==> src/rtl/pic_cmd_seq.sv <==
module pic_cmd_seq #(
  parameter bit IS_MASTER = 1'b1,
  parameter int DW = 8,
  parameter int LW = $clog2(DW)
) (
  input  logic          clk,
  input  logic          rst,
  input  logic          wr_en,
  input  logic          rd_en,
  input  logic          addr,
  input  logic [DW-1:0] wdata,
  output logic [DW-1:0] rdata,
  input  logic [DW-1:0] irr,
  input  logic [DW-1:0] isr,
  input  logic          best_valid,
  input  logic [LW-1:0] best_pin,
  output logic          ack_stb,
  output logic [LW-1:0] ack_pin,
  output logic          eoi_stb,
  output logic          eoi_spec,
  output logic [LW-1:0] eoi_lvl,
  output logic          ready,
  output logic          init_err,
  output logic [DW-1:0] mask,
  output logic [DW-1:0] vec_base,
  output logic [LW-1:0] lowprio,
  output logic          rotate,
  output logic          sel_isr,
  output logic          poll_armed,
  output logic          smm,
  output logic          aeoi,
  output logic          sfnm
);

  localparam logic [1:0] ST_IDLE = 2'd0;
  localparam logic [1:0] ST_W2   = 2'd1;
  localparam logic [1:0] ST_W3   = 2'd2;
  localparam logic [1:0] ST_W4   = 2'd3;
  localparam logic [DW-1:0] BASE_KEEP = {{(DW-LW){1'b1}}, {LW{1'b0}}};

  logic [1:0] step;

  wire cmd_wr   = wr_en & ~addr;
  wire dat_wr   = wr_en & addr;
  wire is_icw1  = cmd_wr & wdata[4];
  wire icw1_bad = wdata[1] | ~wdata[0];
  wire is_ocw3  = cmd_wr & ~wdata[4] & ready & wdata[3];
  wire is_ocw2  = cmd_wr & ~wdata[4] & ready & ~wdata[3];

  wire [DW-1:0] poll_word = best_valid ? {1'b1, {(DW-1-LW){1'b0}}, best_pin} : '0;

  assign rdata   = poll_armed ? poll_word : (addr ? mask : (sel_isr ? isr : irr));
  assign ack_stb = rd_en & poll_armed & best_valid;
  assign ack_pin = best_pin;

  always_ff @(posedge clk) begin
    if (rst) begin
      step       <= ST_IDLE;
      ready      <= 1'b0;
      init_err   <= 1'b0;
      mask       <= '0;
      vec_base   <= '0;
      lowprio    <= '0;
      rotate     <= 1'b0;
      sel_isr    <= 1'b0;
      poll_armed <= 1'b0;
      smm        <= 1'b0;
      aeoi       <= 1'b0;
      sfnm       <= 1'b0;
      eoi_stb    <= 1'b0;
      eoi_spec   <= 1'b0;
      eoi_lvl    <= '0;
    end else begin
      eoi_stb <= 1'b0;
      if (rd_en && poll_armed)
        poll_armed <= 1'b0;
      if (is_icw1) begin
        ready      <= 1'b0;
        mask       <= '0;
        lowprio    <= '1;
        sel_isr    <= 1'b0;
        poll_armed <= 1'b0;
        smm        <= 1'b0;
        init_err   <= icw1_bad;
        step       <= icw1_bad ? ST_IDLE : ST_W2;
      end else if (dat_wr) begin
        case (step)
          ST_W2: begin
            vec_base <= wdata & BASE_KEEP;
            step     <= ST_W3;
          end
          ST_W3: step <= ST_W4;
          ST_W4: begin
            if (!wdata[0]) begin
              init_err <= 1'b1;
            end else begin
              init_err <= 1'b0;
              aeoi     <= wdata[1];
              sfnm     <= IS_MASTER & wdata[4];
              ready    <= 1'b1;
              step     <= ST_IDLE;
            end
          end
          default: mask <= wdata;
        endcase
      end else if (is_ocw3) begin
        if (wdata[6])
          smm <= wdata[5];
        if (wdata[1]) begin
          sel_isr    <= wdata[0];
          poll_armed <= wdata[2];
        end
      end else if (is_ocw2) begin
        rotate <= wdata[7];
        if (wdata[5]) begin
          eoi_stb  <= 1'b1;
          eoi_spec <= wdata[6];
          eoi_lvl  <= wdata[LW-1:0];
        end
        if (wdata[6] && wdata[7])
          lowprio <= wdata[LW-1:0];
      end
    end
  end

  p_icw1_defaults_r2: assert property (@(posedge clk) disable iff (rst)
    (wr_en && !addr && wdata[4]) |=> (mask == '0 && lowprio == '1 && !ready && !poll_armed && !smm && !sel_isr));

  p_icw1_reject_r3: assert property (@(posedge clk) disable iff (rst)
    (wr_en && !addr && wdata[4] && (wdata[1] || !wdata[0])) |=> (init_err && !ready));

  p_ready_source_r6: assert property (@(posedge clk) disable iff (rst)
    $rose(ready) |-> $past(wr_en && addr && wdata[0]));

  p_mask_load_r7: assert property (@(posedge clk) disable iff (rst)
    (wr_en && addr && step == ST_IDLE) |=> (mask == $past(wdata)));

  p_eoi_pulse_r9: assert property (@(posedge clk) disable iff (rst)
    eoi_stb |=> !eoi_stb || $past(wr_en && !addr && ready));

  p_poll_clear_r11: assert property (@(posedge clk) disable iff (rst)
    (rd_en && poll_armed && !wr_en) |=> !poll_armed);

  p_ack_word_r11: assert property (@(posedge clk) disable iff (rst)
    ack_stb |-> (rdata[DW-1] && rdata[LW-1:0] == ack_pin));

  p_idle_cmd_r12: assert property (@(posedge clk) disable iff (rst)
    (wr_en && !addr && !wdata[4] && !ready) |=> ($stable(smm) && $stable(sel_isr) && !eoi_stb && $stable(rotate)));

endmodule

==> config.mk <==
export PLATFORM = sky130hd
export DESIGN_NAME = pic_cmd_seq
export DESIGN_NICKNAME = d
export VERILOG_FILES = /design/src/rtl/pic_cmd_seq.sv
export SDC_FILE = /design/constraint.sdc
export NUM_CORES = 1
export LEC_CHECK = 0
export BUFFER_PORTS_ARGS = -buffer_cell sky130_fd_sc_hd__buf_2
export CAP_MARGIN = 15
export CORE_MARGIN = 2
export CORE_UTILIZATION = 47
export DETAILED_ROUTE_END_ITERATION = 7
export GPL_TIMING_DRIVEN = 0
export PLACE_DENSITY_LB_ADDON = 0.2
export SLEW_MARGIN = 20
export SYNTH_ARGS = -nofsm -noshare
export SYNTH_HDL_FRONTEND = slang
export SYNTH_SLANG_ARGS = --single-unit
export TNS_END_PERCENT = 10
==> constraint.sdc <==
create_clock -name clk -period 1.55 [get_ports clk]
set_input_delay 0.2325 -clock clk [delete_from_list [all_inputs] [get_ports clk]]
set_output_delay 0.2325 -clock clk [all_outputs]
set_load 0.005 [all_outputs]
==> results.md, run 1 <==
* Failing checks: negative setup slack
* Wire length on met1 at 2.004 mm
* Hold Crit Endpoint: eoi_lvl[2]
* Simple-gate portion of the synthesized area at 0.2183
* Final cell area excluding filler cells at 2303 µm²
* Number of global-route vias before repair at 1,524
* Chip height at 64.59 µm
* Drt first pass iters at 4
* Detailed placement HPWL at 3.178 mm
* Highest cell delay on the worst timing path at 0.36 ns
* Most instantiated library cell after synthesis: sky130_fd_sc_hd__dfxtp_1
* CTS tree: yes
* Fraction of the mapped netlist area in adder cells at 0.02901
* Cell Pwr Density at 760.7 nW/µm²
* Mux share of post-synthesis cell area at 0.2038
* Length of routed met2 wiring at 2.005 mm
* Die Outline Area at 4172 µm²
* Cell depth of the worst flop-to-flop path at 5
* Period Utilization, post-route at 1.048
* Clk pin slew, worst setup/hold paths at 0.06 ns
* Number of distinct library cells after synthesis at 39
* Nature of the critical path endpoint: output pin
* Result of the run: complete, but fails checks
* Final hold violation count at 0
* Maximum capacitance violations at 0
* FF-to-FF End: step[0]
* Total congestion overflow at 0
* Overall global routing resource usage at 0.2180
* WL/cell at 13.97 µm
* Part of the total power dissipated in sequential elements at 0.474
* Highest metal layer with signal wires: met4
* Clock latency of the later-clocked register in the worst-skew pair at 0.28 ns
* Worst Setup Slack post-DPL at 0.09215 ns
* ANT nets after route at 0
* Initial DRC Count at 24
* Number of buffers added on ports at 73
* Crit-path max FO at 5
* Placement row count at 22
* Worst slew margin relative to its limit at 0.6510
* Netlist Area Pre-Place at 1725 µm²
* Sinks on the clock net at 31
* List of most frequent post-synthesis cells: 31 x sky130_fd_sc_hd__dfxtp_1, 25 x sky130_fd_sc_hd__mux2i_1, 21 x sky130_fd_sc_hd__nor2_1
* Syn Inst Count at 184
* Logic gate share of total power at 0.167
* Area share of xor/xnor cells in the synthesized design at 0
* Synthesis-to-layout area growth at 33.50%
* Hold Crit Start: wdata[2]
* Classification of the worst-slack hold path: in2reg
* Pin count of the biggest net entering global routing at 11
* I/O pin count at 77
* Tot Pwr at 1.752 mW
* Internal at 1.309 mW
* Clock Skew at 0.005657 ns
* Area fraction of the dominant cell type after synthesis at 0.3597
* Largest family of logic cells by synthesized area: simple AND/OR/NAND/NOR gates
* Final setup vio count at 8
* Via density per instance at 5.237
* Fillers at 321
* Initial antenna violation count at 0
* Final net count at 305
* Share of flip-flops with an asynchronous set or reset after synthesis at 0
* Count of flip-flops with a built-in enable after synthesis at 0
* Initial core utilization at 0.4785
* Total via count after detailed routing at 1,655
* Final cell count without fillers at 316
* Clock root buffer: sky130_fd_sc_hd__clkbuf_8
* Antenna diodes at 0
* Floorplan Core Area at 3606 µm²
* Post-Place Cell Area at 2158 µm²
* Compound-cell area share of the yosys netlist at 0.1124
* Power spent charging and discharging nets at 0.4433 mW
* Standby leakage power at 1.191 nW
* Post-synth top flop: sky130_fd_sc_hd__dfxtp_1
* Wire length of the first global-routing pass at 7.031 mm
* R2r setup slk at 0.04 ns
* Clock tree buffer depth at 2
* Synthesized area divided by synthesized cell count at 9.377 µm²
* Critical path required time at 1.32 ns
* Largest cells by area after synthesis: sky130_fd_sc_hd__dfxtp_1 36%, sky130_fd_sc_hd__mux2i_1 15%, sky130_fd_sc_hd__mux2_2 5.9%
* Count of pins over their slew limit at 0
* Kind of critical path: reg2out
* Switching share of total power at 0.2530
* CTS H-Tree Depth at 2
* Maximum vdd ir drop at 640.2 µV
* Fraction of final layout cells with drive strength greater than 1 at 0.4328
* Number of storage elements in the synthesis netlist at 31
* Ys Warns at 0
* Startpoint of the worst-slack reg-to-reg timing path: step[0]
* CTS Buf Count at 5
* Hold-critical path depth at 3
* Min cycle time layout at 1.625 ns
* Post-layout worst setup margin at -0.07481 ns
* Count of hold buffers inserted by post-cts repair at 0
* WL met3 at 361 µm
* Post-synthesis cell type with the largest combined area: sky130_fd_sc_hd__dfxtp_1
* Clock network fraction of total power at 0.359
* Post-route DRC at 0
* Upper clock frequency limit at 0.6155 GHz
* Routed wire length at 4.415 mm
* Gpl congestion at 0.8263
* Crit-path slowest cell: sky130_fd_sc_hd__dfxtp_4
* Post-Place Cells at 307
* Cell Chain, Critical Path: buf_6 > mux2_4 > mux2i_1 > o21ai_1 > buf_2
* Arrival @ worst endpoint at 1.39 ns
* Setup crit start kind: flop
* Sequential fraction of the synthesis area at 0.3597
* RSZ-0062 raised after global routing: yes
* Die span in x at 64.59 µm
* Worst-margin pin slew at 0.5235 ns
==> cells in the final DEF (no fill, tap or decap), types with 2 or more instances in the layout <==
cell                       instances
sky130_fd_sc_hd__mux2i_1          25
sky130_fd_sc_hd__conb_1            3
sky130_fd_sc_hd__clkbuf_1          2
sky130_fd_sc_hd__and3b_1           2
sky130_fd_sc_hd__a31oi_1           4
sky130_fd_sc_hd__mux2_4            7
sky130_fd_sc_hd__nor2b_1           2
sky130_fd_sc_hd__inv_1             3
sky130_fd_sc_hd__mux2_2            2
sky130_fd_sc_hd__nand3_1          11
sky130_fd_sc_hd__o21ai_0           7
sky130_fd_sc_hd__nand4b_1          2
sky130_fd_sc_hd__nand4_1           4
sky130_fd_sc_hd__buf_6             5
sky130_fd_sc_hd__a21oi_1          11
sky130_fd_sc_hd__o21ai_1           8
sky130_fd_sc_hd__buf_2            76
sky130_fd_sc_hd__nand2_1           2
sky130_fd_sc_hd__clkbuf_8          6
sky130_fd_sc_hd__nor2_1           21
sky130_fd_sc_hd__nand3b_1          3
sky130_fd_sc_hd__buf_4             8
sky130_fd_sc_hd__dfxtp_1          29
sky130_fd_sc_hd__ha_1              4
==> power groups by stage <==
stage	logic [mW]	clock network (mW)	registers [mW]
after global routing	0.319	0.692	0.832
after global placement	0.279	0	0.849
after CTS	0.290	0.645	0.832
after detailed placement	0.282	0	0.850
final	0.293	0.629	0.830
after floorplan	0.160	0	0.849
==> cell type report <==
type                       instances  area (µm²)  area share
tap                               48       60.06     0.02607
inverter                           3       11.26    0.004889
buffer                            17       125.1     0.05432
clock inverter                     1       5.005    0.002173
sequential                        31       625.6      0.2716
timing repair buffer              75       384.1      0.1668
multi-input combinational        135        1010      0.4383
clock buffer                       6       82.58     0.03585
==> per-layer routing <==
metal,vias up,track usage
met4,0,0.07181
met3,8,0.07639
met5,-,0
met1,752,0.2687
met2,71,0.3555
li1,824,-
==> logic make-up (layout without fill, tap and decap cells) <==
| group | after synthesis | count (layout) |
|---|---|---|
| compound gates | 34 | 34 |
| fa+ha+maj | 4 | 4 |
| mux | 34 | 34 |
| other cells | 1 | 3 |
| buf+inv | 20 | 102 |
| flops | 31 | 31 |
| simple gates | 60 | 60 |
==> timing repair <==
action                                  CTS  global route
endpoints found under the setup margin    8             9
setup buffers                             1             0
cloned                                    1             0
gates resized for setup                  12             8
==> sequential cells by signal (all words and copies together) (netlist names), 2 cells and up <==
register / cells
lowprio: 3
eoi_lvl: 3
mask: 8
vec_base: 5
step: 2
==> worst max-delay path, delay by kind of cell, from the launching register on <==
| kind | cells | cell delay (ns) |
|---|---|---|
| buffers and inverters | 2 | 0.26 |
| AOI/OAI and AO/OA | 1 | 0.07 |
| DFF | 1 | 0.36 |
| muxes | 2 | 0.43 |
==> through the flow <==
stage                       util  hold WS (ns)  setup TNS (ns)
final                     0.6388        0.2549         -0.4501
after global routing      0.6388        0.2764          -1.030
after CTS                 0.6343        0.2516         -0.6434
after detailed placement  0.5985        0.4642               0
after global placement    0.5985        0.4647               0
after floorplan                -        0.3764               0
==> worst max path at each step <==
stage                 start       end  slack (ns)  depth (start not counted)
CTS                 sel_isr  rdata[4]       -0.09                          5
finish              sel_isr  rdata[2]       -0.07                          5
detailed placement  sel_isr  rdata[0]        0.09                          5
floorplan           step[0]   step[0]        0.24                          5
global route        sel_isr  rdata[2]       -0.16                          5
global placement    sel_isr  rdata[0]        0.09                          5
No activity file was read; power rests on OpenSTA's default activity.
==> run 2: changes to the inputs <==
--- a/config.mk
+++ b/config.mk
@@ -5,10 +5,10 @@
 export SDC_FILE = /design/constraint.sdc
 export NUM_CORES = 1
 export LEC_CHECK = 0
+export ABC_AREA = 1
 export BUFFER_PORTS_ARGS = -buffer_cell sky130_fd_sc_hd__buf_2
 export CAP_MARGIN = 15
-export CORE_MARGIN = 2
-export CORE_UTILIZATION = 47
+export CORE_UTILIZATION = 46
 export DETAILED_ROUTE_END_ITERATION = 7
 export GPL_TIMING_DRIVEN = 0
 export PLACE_DENSITY_LB_ADDON = 0.2
==> results.md, run 2 <==
* Result of the run: finished clean
* Post-synthesis cell type with the largest combined area: sky130_fd_sc_hd__dfxtp_1
* Most instantiated library cell after synthesis: sky130_fd_sc_hd__nand2_1
* Sequential fraction of the synthesis area at 0.3758
* Fillers at 341
* I/O pin count at 77
* Maximum vdd ir drop at 641.5 µV
* Commonest cells after routing, fill and taps aside: 76 x sky130_fd_sc_hd__buf_2, 54 x sky130_fd_sc_hd__nand2_1, 32 x sky130_fd_sc_hd__nand3_1, 29 x sky130_fd_sc_hd__dfxtp_1, 22 x sky130_fd_sc_hd__inv_1
* Overall global routing resource usage at 0.2280
* Register with the most flip-flops: mask
* Tot Pwr at 1.617 mW
* Drt first pass iters at 4
* Synthesized area divided by synthesized cell count at 6.853 µm²
* Number of distinct library cells after synthesis at 24
* Total congestion overflow at 0
* Via density per instance at 4.896
* Clock Skew at 0.007647 ns
* Ys Warns at 0
* Critical path required time at 1.32 ns
* Antenna diodes at 0
* Area fraction of the dominant cell type after synthesis at 0.3758
* Die Outline Area at 3834 µm²
* Netlist Area Pre-Place at 1652 µm²
* Most prevalent standard cell on the critical path: sky130_fd_sc_hd__a21oi_1
* Crit-path slowest cell: sky130_fd_sc_hd__dfxtp_4
* Maximum capacitance violations at 0
* Largest cells by area after synthesis: sky130_fd_sc_hd__dfxtp_1 38%, sky130_fd_sc_hd__nand2_1 12%, sky130_fd_sc_hd__nand3_1 9.7%
* Total via count after detailed routing at 1,792
* Clock latency of the later-clocked register in the worst-skew pair at 0.32 ns
* Post-CTS setup-driven buffer insertion count at 0
* Fraction of final layout cells with drive strength greater than 1 at 0.3313
* Synthesis-to-layout area growth at 29.92%
* Hold Crit Endpoint: init_err
* Post-route setup TNS at 0 ns
* Count of flip-flops with a built-in enable after synthesis at 0
* Cell Pwr Density at 753.5 nW/µm²
* Number of global-route vias before repair at 1,450
* Startpoint of the worst-slack reg-to-reg timing path: step[0]
* Kind of critical path: reg2out
* Post-Place Cell Area at 2077 µm²
* Post-layout worst setup margin at 0.07194 ns
* Post-route DRC at 0
* R2r setup slk at 0.15 ns
* Number of storage elements in the synthesis netlist at 31
* ANT nets after route at 0
* Gpl congestion at 0.8147
* Final hold violation count at 0
* Detailed placement HPWL at 3.170 mm
* Highest cell delay on the worst timing path at 0.45 ns
* Flip-flop count of the largest register, all copies and words added at 8
* Pin count of the biggest net entering global routing at 11
* CTS H-Tree Depth at 2
* Initial core utilization at 0.4873
* Initial antenna violation count at 0
* Clock tree buffer depth at 2
* Clk pin slew, worst setup/hold paths at 0.09 ns
* Placement row count at 21
* Routed wire length at 4.055 mm
* WL/cell at 11.08 µm
* Worst Setup Slack post-DPL at 0.09680 ns
* Die span in x at 61.92 µm
* Setup crit start kind: flop
* Nature of the critical path endpoint: output pin
* Hold-critical path depth at 2
* Initial DRC Count at 108
* Post-synth top flop: sky130_fd_sc_hd__dfxtp_1
* Final setup vio count at 0
* Hold Crit Start: rst
* Floorplan Core Area at 3390 µm²
* RSZ-0062 raised after global routing: yes
* Min cycle time layout at 1.478 ns
* FF-to-FF End: mask[4]
* Sinks on the clock net at 31
* Upper clock frequency limit at 0.6766 GHz
* Worst setup path startpoint: sel_isr
* List of most frequent post-synthesis cells: 54 x sky130_fd_sc_hd__nand2_1, 32 x sky130_fd_sc_hd__nand3_1, 31 x sky130_fd_sc_hd__dfxtp_1
* CTS tree: yes
* Count of pins over their slew limit at 0
* Wire length of the first global-routing pass at 6.334 mm
* Cell depth of the worst flop-to-flop path at 5
* Arrival @ worst endpoint at 1.25 ns
* Largest registers ranked by flip-flop count: mask: 8 flops, vec_base: 5 flops
* Chip height at 61.92 µm
* Final cell area excluding filler cells at 2146 µm²
* Clock root buffer: sky130_fd_sc_hd__clkbuf_4
* Final net count at 356
* Cell Chain, Critical Path: nand2_1 > a21oi_1 > a21oi_1 > o21ai_1 > buf_2
* Crit-path max FO at 11
* Classification of the worst-slack hold path: in2reg
* Most common cell after layout, fill and taps aside: sky130_fd_sc_hd__buf_2
* Share of flip-flops with an asynchronous set or reset after synthesis at 0
* CTS Buf Count at 5
* Final core utilization at 0.6331
* Syn Inst Count at 241
* Standby leakage power at 1.124 nW
* Period Utilization, post-route at 0.9536
* Number of buffers added on ports at 72
-- run 2: cell types whose count changed after synthesis, sizes merged, moves of 3 or more --
| cell | delta |
|---|---|
| nand3 | +20 |
| and3b | -3 |
| mux2i | -25 |
| nand2 | +57 |
| a31oi | -4 |
| nand4b | -3 |
| nor3 | +5 |
| o211ai | +4 |
| a21oi | +9 |
| nand4 | -3 |
| nand3b | -3 |
| mux2 | -9 |
| nor2 | +3 |
| inv | +23 |
-- run 2: kinds of logic after synthesis --
family                   share of synthesized area
AND/OR/NAND/NOR                             0.3470
AO/OA/AOI/OAI                               0.1318
buffers and inverters                       0.1129
flip-flops                                  0.3758
adder cells (fa/ha/maj)                    0.03030
other                                     0.002271
-- run 2: how the worst max path moves through the flow --
stage,end,slack (ns),depth (start not counted)
floorplan,rdata[1],0.31,6
global placement,mask[3],0.12,6
detailed placement,mask[4],0.1,6
CTS,rdata[0],0.01,7
global route,rdata[2],-0.04,5
finish,rdata[1],0.07,5
-- run 2: layout make-up --
cell class | count | area [µm²] | area share
timing repair buffer | 72 | 360.3 | 0.1679
multi-input combinational | 172 | 852.1 | 0.3971
tap | 46 | 57.56 | 0.02682
inverter | 26 | 105.1 | 0.04898
sequential | 31 | 625.6 | 0.2915
buffer | 11 | 76.32 | 0.03557
clock buffer | 8 | 68.82 | 0.03207
-- run 2: critical path: cells and delay by family, from the launching register on --
| family | cells | cell delay [ns] |
|---|---|---|
| flip-flops | 1 | 0.45 |
| buffers and inverters | 1 | 0.12 |
| AND/OR/NAND/NOR | 1 | 0.07 |
| AO/OA/AOI/OAI | 3 | 0.29 |
-- run 2: power breakdown --
part | total [mW] | leakage (nW) | switching [mW] | internal [mW]
logic | 0.262 | 0.833 | 0.148 | 0.114
clock network | 0.527 | 0.0386 | 0.260 | 0.267
registers | 0.828 | 0.252 | 0.0138 | 0.814
total | 1.62 | 1.12 | 0.422 | 1.19
-- run 2: timing repair --
item	4_1_cts	5_1_grt
resized for setup	9	5
setup endpoints to repair	8	16
pin swaps	0	1
hold buffers	0	0
-- run 2: metrics by stage --
stage / hold slack (ns) / std cells
after global placement: 0.4522 / 361
after floorplan: 0.3717 / 243
after global routing: 0.1830 / 366
final: 0.1790 / 366
after detailed placement: 0.4564 / 361
after CTS: 0.1763 / 368
-- run 2: routing by layer --
layer	global-route usage	share of wire
met5	0	0
met4	0.06667	0.013
met1	0.2959	0.47
met2	0.3794	0.45
met3	0.05176	0.073
==> run 3: changes to the inputs <==
--- a/config.mk
+++ b/config.mk
@@ -9,6 +9,7 @@
 export BUFFER_PORTS_ARGS = -buffer_cell sky130_fd_sc_hd__buf_2
 export CAP_MARGIN = 15
 export CORE_UTILIZATION = 46
+export CTS_CLUSTER_SIZE = 28
 export DETAILED_ROUTE_END_ITERATION = 7
 export GPL_TIMING_DRIVEN = 0
 export PLACE_DENSITY_LB_ADDON = 0.2
==> constraint.sdc (replaced) <==
create_clock -name clk -period 1.55 [get_ports clk]
set_input_delay 0.155 -clock clk [delete_from_list [all_inputs] [get_ports clk]]
set_output_delay 0.155 -clock clk [all_outputs]
set_load 0.005 [all_outputs]
==> results.md, run 3 (same netlist as run 2, synthesis figures left out) <==
* Post-Place Cell Area at 2077 µm²
* RSZ-0062 raised after global routing: yes
* Critical path required time at 1.39 ns
* Initial core utilization at 0.4873
* Final cell area excluding filler cells at 2158 µm²
* Final core utilization at 0.6368
* Number of buffer and inverter instances along the worst setup path at 3
* Nature of the critical path endpoint: output pin
* Antenna diodes at 0
* CTS tree: yes
* Clock latency of the later-clocked register in the worst-skew pair at 0.33 ns
* Total via count after detailed routing at 1,803
* Final hold violation count at 0
* Path length in cells of the critical path at 7
* Upper clock frequency limit at 0.6912 GHz
* Placement row count at 21
* Number of buffers added on ports at 72
* Cell class contributing the biggest share of worst-path delay: flip-flops
* CTS H-Tree Depth at 2
* Result of the run: finished clean
* Detailed placement HPWL at 3.170 mm
* Commonest cells after routing, fill and taps aside: 76 x sky130_fd_sc_hd__buf_2, 54 x sky130_fd_sc_hd__nand2_1, 32 x sky130_fd_sc_hd__nand3_1, 29 x sky130_fd_sc_hd__dfxtp_1, 23 x sky130_fd_sc_hd__inv_1
* Die span in x at 61.92 µm
* Largest registers ranked by flip-flop count: mask: 8 flops, vec_base: 5 flops
* Count of pins over their slew limit at 0
* Crit-path slowest cell: sky130_fd_sc_hd__dfxtp_2
* Final net count at 357
* Classification of the worst-slack hold path: in2reg
* CTS Buf Count at 5
* Arrival @ worst endpoint at 1.29 ns
* Min cycle time layout at 1.447 ns
* Critical path capture point: rdata[1]
* Die Outline Area at 3834 µm²
* Sinks on the clock net at 31
* Wire length of the first global-routing pass at 6.334 mm
* Pin count of the biggest net entering global routing at 11
* Highest cell delay on the worst timing path at 0.34 ns
* Synthesis-to-layout area growth at 30.68%
* Clock root buffer: sky130_fd_sc_hd__clkbuf_4
* FF-to-FF End: mask[4]
* Clock Skew at 0.007700 ns
* Most common cell after layout, fill and taps aside: sky130_fd_sc_hd__buf_2
* Chip height at 61.92 µm
* Post-route DRC at 0
* Count of hold buffers inserted by post-cts repair at 0
* ANT nets after route at 0
* R2r setup slk at 0.16 ns
* Total congestion overflow at 0
* Final setup vio count at 0
* Initial antenna violation count at 0
* Register with the most flip-flops: mask
* Number of global-route vias before repair at 1,450
* Crit-path max FO at 10
* Cell Chain, Critical Path: buf_8 > inv_8 > nand2_1 > a21oi_1 > a21oi_1 > o21ai_1 > buf_2
* WL/cell at 11.05 µm
* Clk pin slew, worst setup/hold paths at 0.09 ns
* Standby leakage power at 1.130 nW
* Maximum capacitance violations at 0
* Via density per instance at 4.913
* Floorplan Core Area at 3390 µm²
* Kind of critical path: reg2out
* Flip-flop count of the largest register, all copies and words added at 8
* Drt first pass iters at 4
* Gpl congestion at 0.8147
* Startpoint of the worst-slack reg-to-reg timing path: step[0]
* I/O pin count at 77
* Fraction of final layout cells with drive strength greater than 1 at 0.3302
* Most prevalent standard cell on the critical path: sky130_fd_sc_hd__a21oi_1
* Routed wire length at 4.056 mm
* Overall global routing resource usage at 0.2280
* Post-CTS setup-driven buffer insertion count at 0
* Cell Pwr Density at 750.2 nW/µm²
* Initial DRC Count at 99
* Clock tree buffer depth at 2
* Setup crit start kind: flop
* Period Utilization, post-route at 0.9333
* Worst setup path startpoint: sel_isr
* Maximum vdd ir drop at 641.5 µV
* Cell depth of the worst flop-to-flop path at 5
run 3: changes by cell type in the layout (fill, tap and decap cells not counted):
cell,before,now
sky130_fd_sc_hd__buf_8,0,1
sky130_fd_sc_hd__dfxtp_2,1,2
sky130_fd_sc_hd__dfxtp_4,1,0
sky130_fd_sc_hd__inv_1,22,23
sky130_fd_sc_hd__inv_2,3,2
run 3: metal layers:
| layer | GRT usage | vias up | part of all wire |
|---|---|---|---|
| li1 | - | 945 | - |
| met5 | 0 | - | 0 |
| met2 | 0.3794 | 74 | 0.45 |
| met4 | 0.06667 | 0 | 0.013 |
| met1 | 0.2959 | 778 | 0.46 |
| met3 | 0.05176 | 6 | 0.080 |
run 3: worst min path at each step:
stage / from / endpoint / slack (ns) / depth (start not counted)
finish: rst / init_err / 0.10 / 2
CTS: wdata[1] / eoi_lvl[1] / 0.1 / 3
global placement: rst / vec_base[3] / 0.44 / 2
global route: wdata[2] / eoi_lvl[2] / 0.11 / 3
detailed placement: wdata[1] / eoi_lvl[1] / 0.44 / 3
floorplan: wdata[0] / eoi_lvl[0] / 0.29 / 2
run 3: cell type report:
type,count,area [µm²]
buffer,12,91.34
clock buffer,8,68.82
fill,340,1231
inverter,26,105.1
multi-input combinational,172,852.1
sequential,31,623.1
tap,46,57.56
timing repair buffer,72,360.3
run 3: where the power goes:
group / switching (mW) / internal (mW) / total [mW]
clock network: 0.261 / 0.267 / 0.528
registers: 0.0136 / 0.816 / 0.829
logic: 0.148 / 0.114 / 0.262
total: 0.423 / 1.20 / 1.62
run 3: repair_timing:
action	CTS	global route
pin swaps	0	1
setup endpoints to repair	8	14
gates resized for setup	3	10
run 3: worst register-to-register path, cell delays in order, from the launching register on:
cell and delay, ns:
sky130_fd_sc_hd__dfxtp_1 0.34, sky130_fd_sc_hd__inv_1 0.11, sky130_fd_sc_hd__ha_1 0.36, sky130_fd_sc_hd__nand2_1 0.26, sky130_fd_sc_hd__nand2_1 0.14, sky130_fd_sc_hd__a21oi_1 0.06
run 3: through the flow:
step,total power [mW],instances,hold slack (ns),setup slack [ns],TNS (ns)
floorplan,0.9903,243,0.2942,0.3443,0
finish,1.619,367,0.1010,0.1033,0
global placement,1.106,361,0.4444,0.1202,0
detailed placement,1.107,361,0.4391,0.09680,0
CTS,1.625,368,0.09881,0.02193,0
global route,1.706,367,0.1055,-0.008401,-0.008401
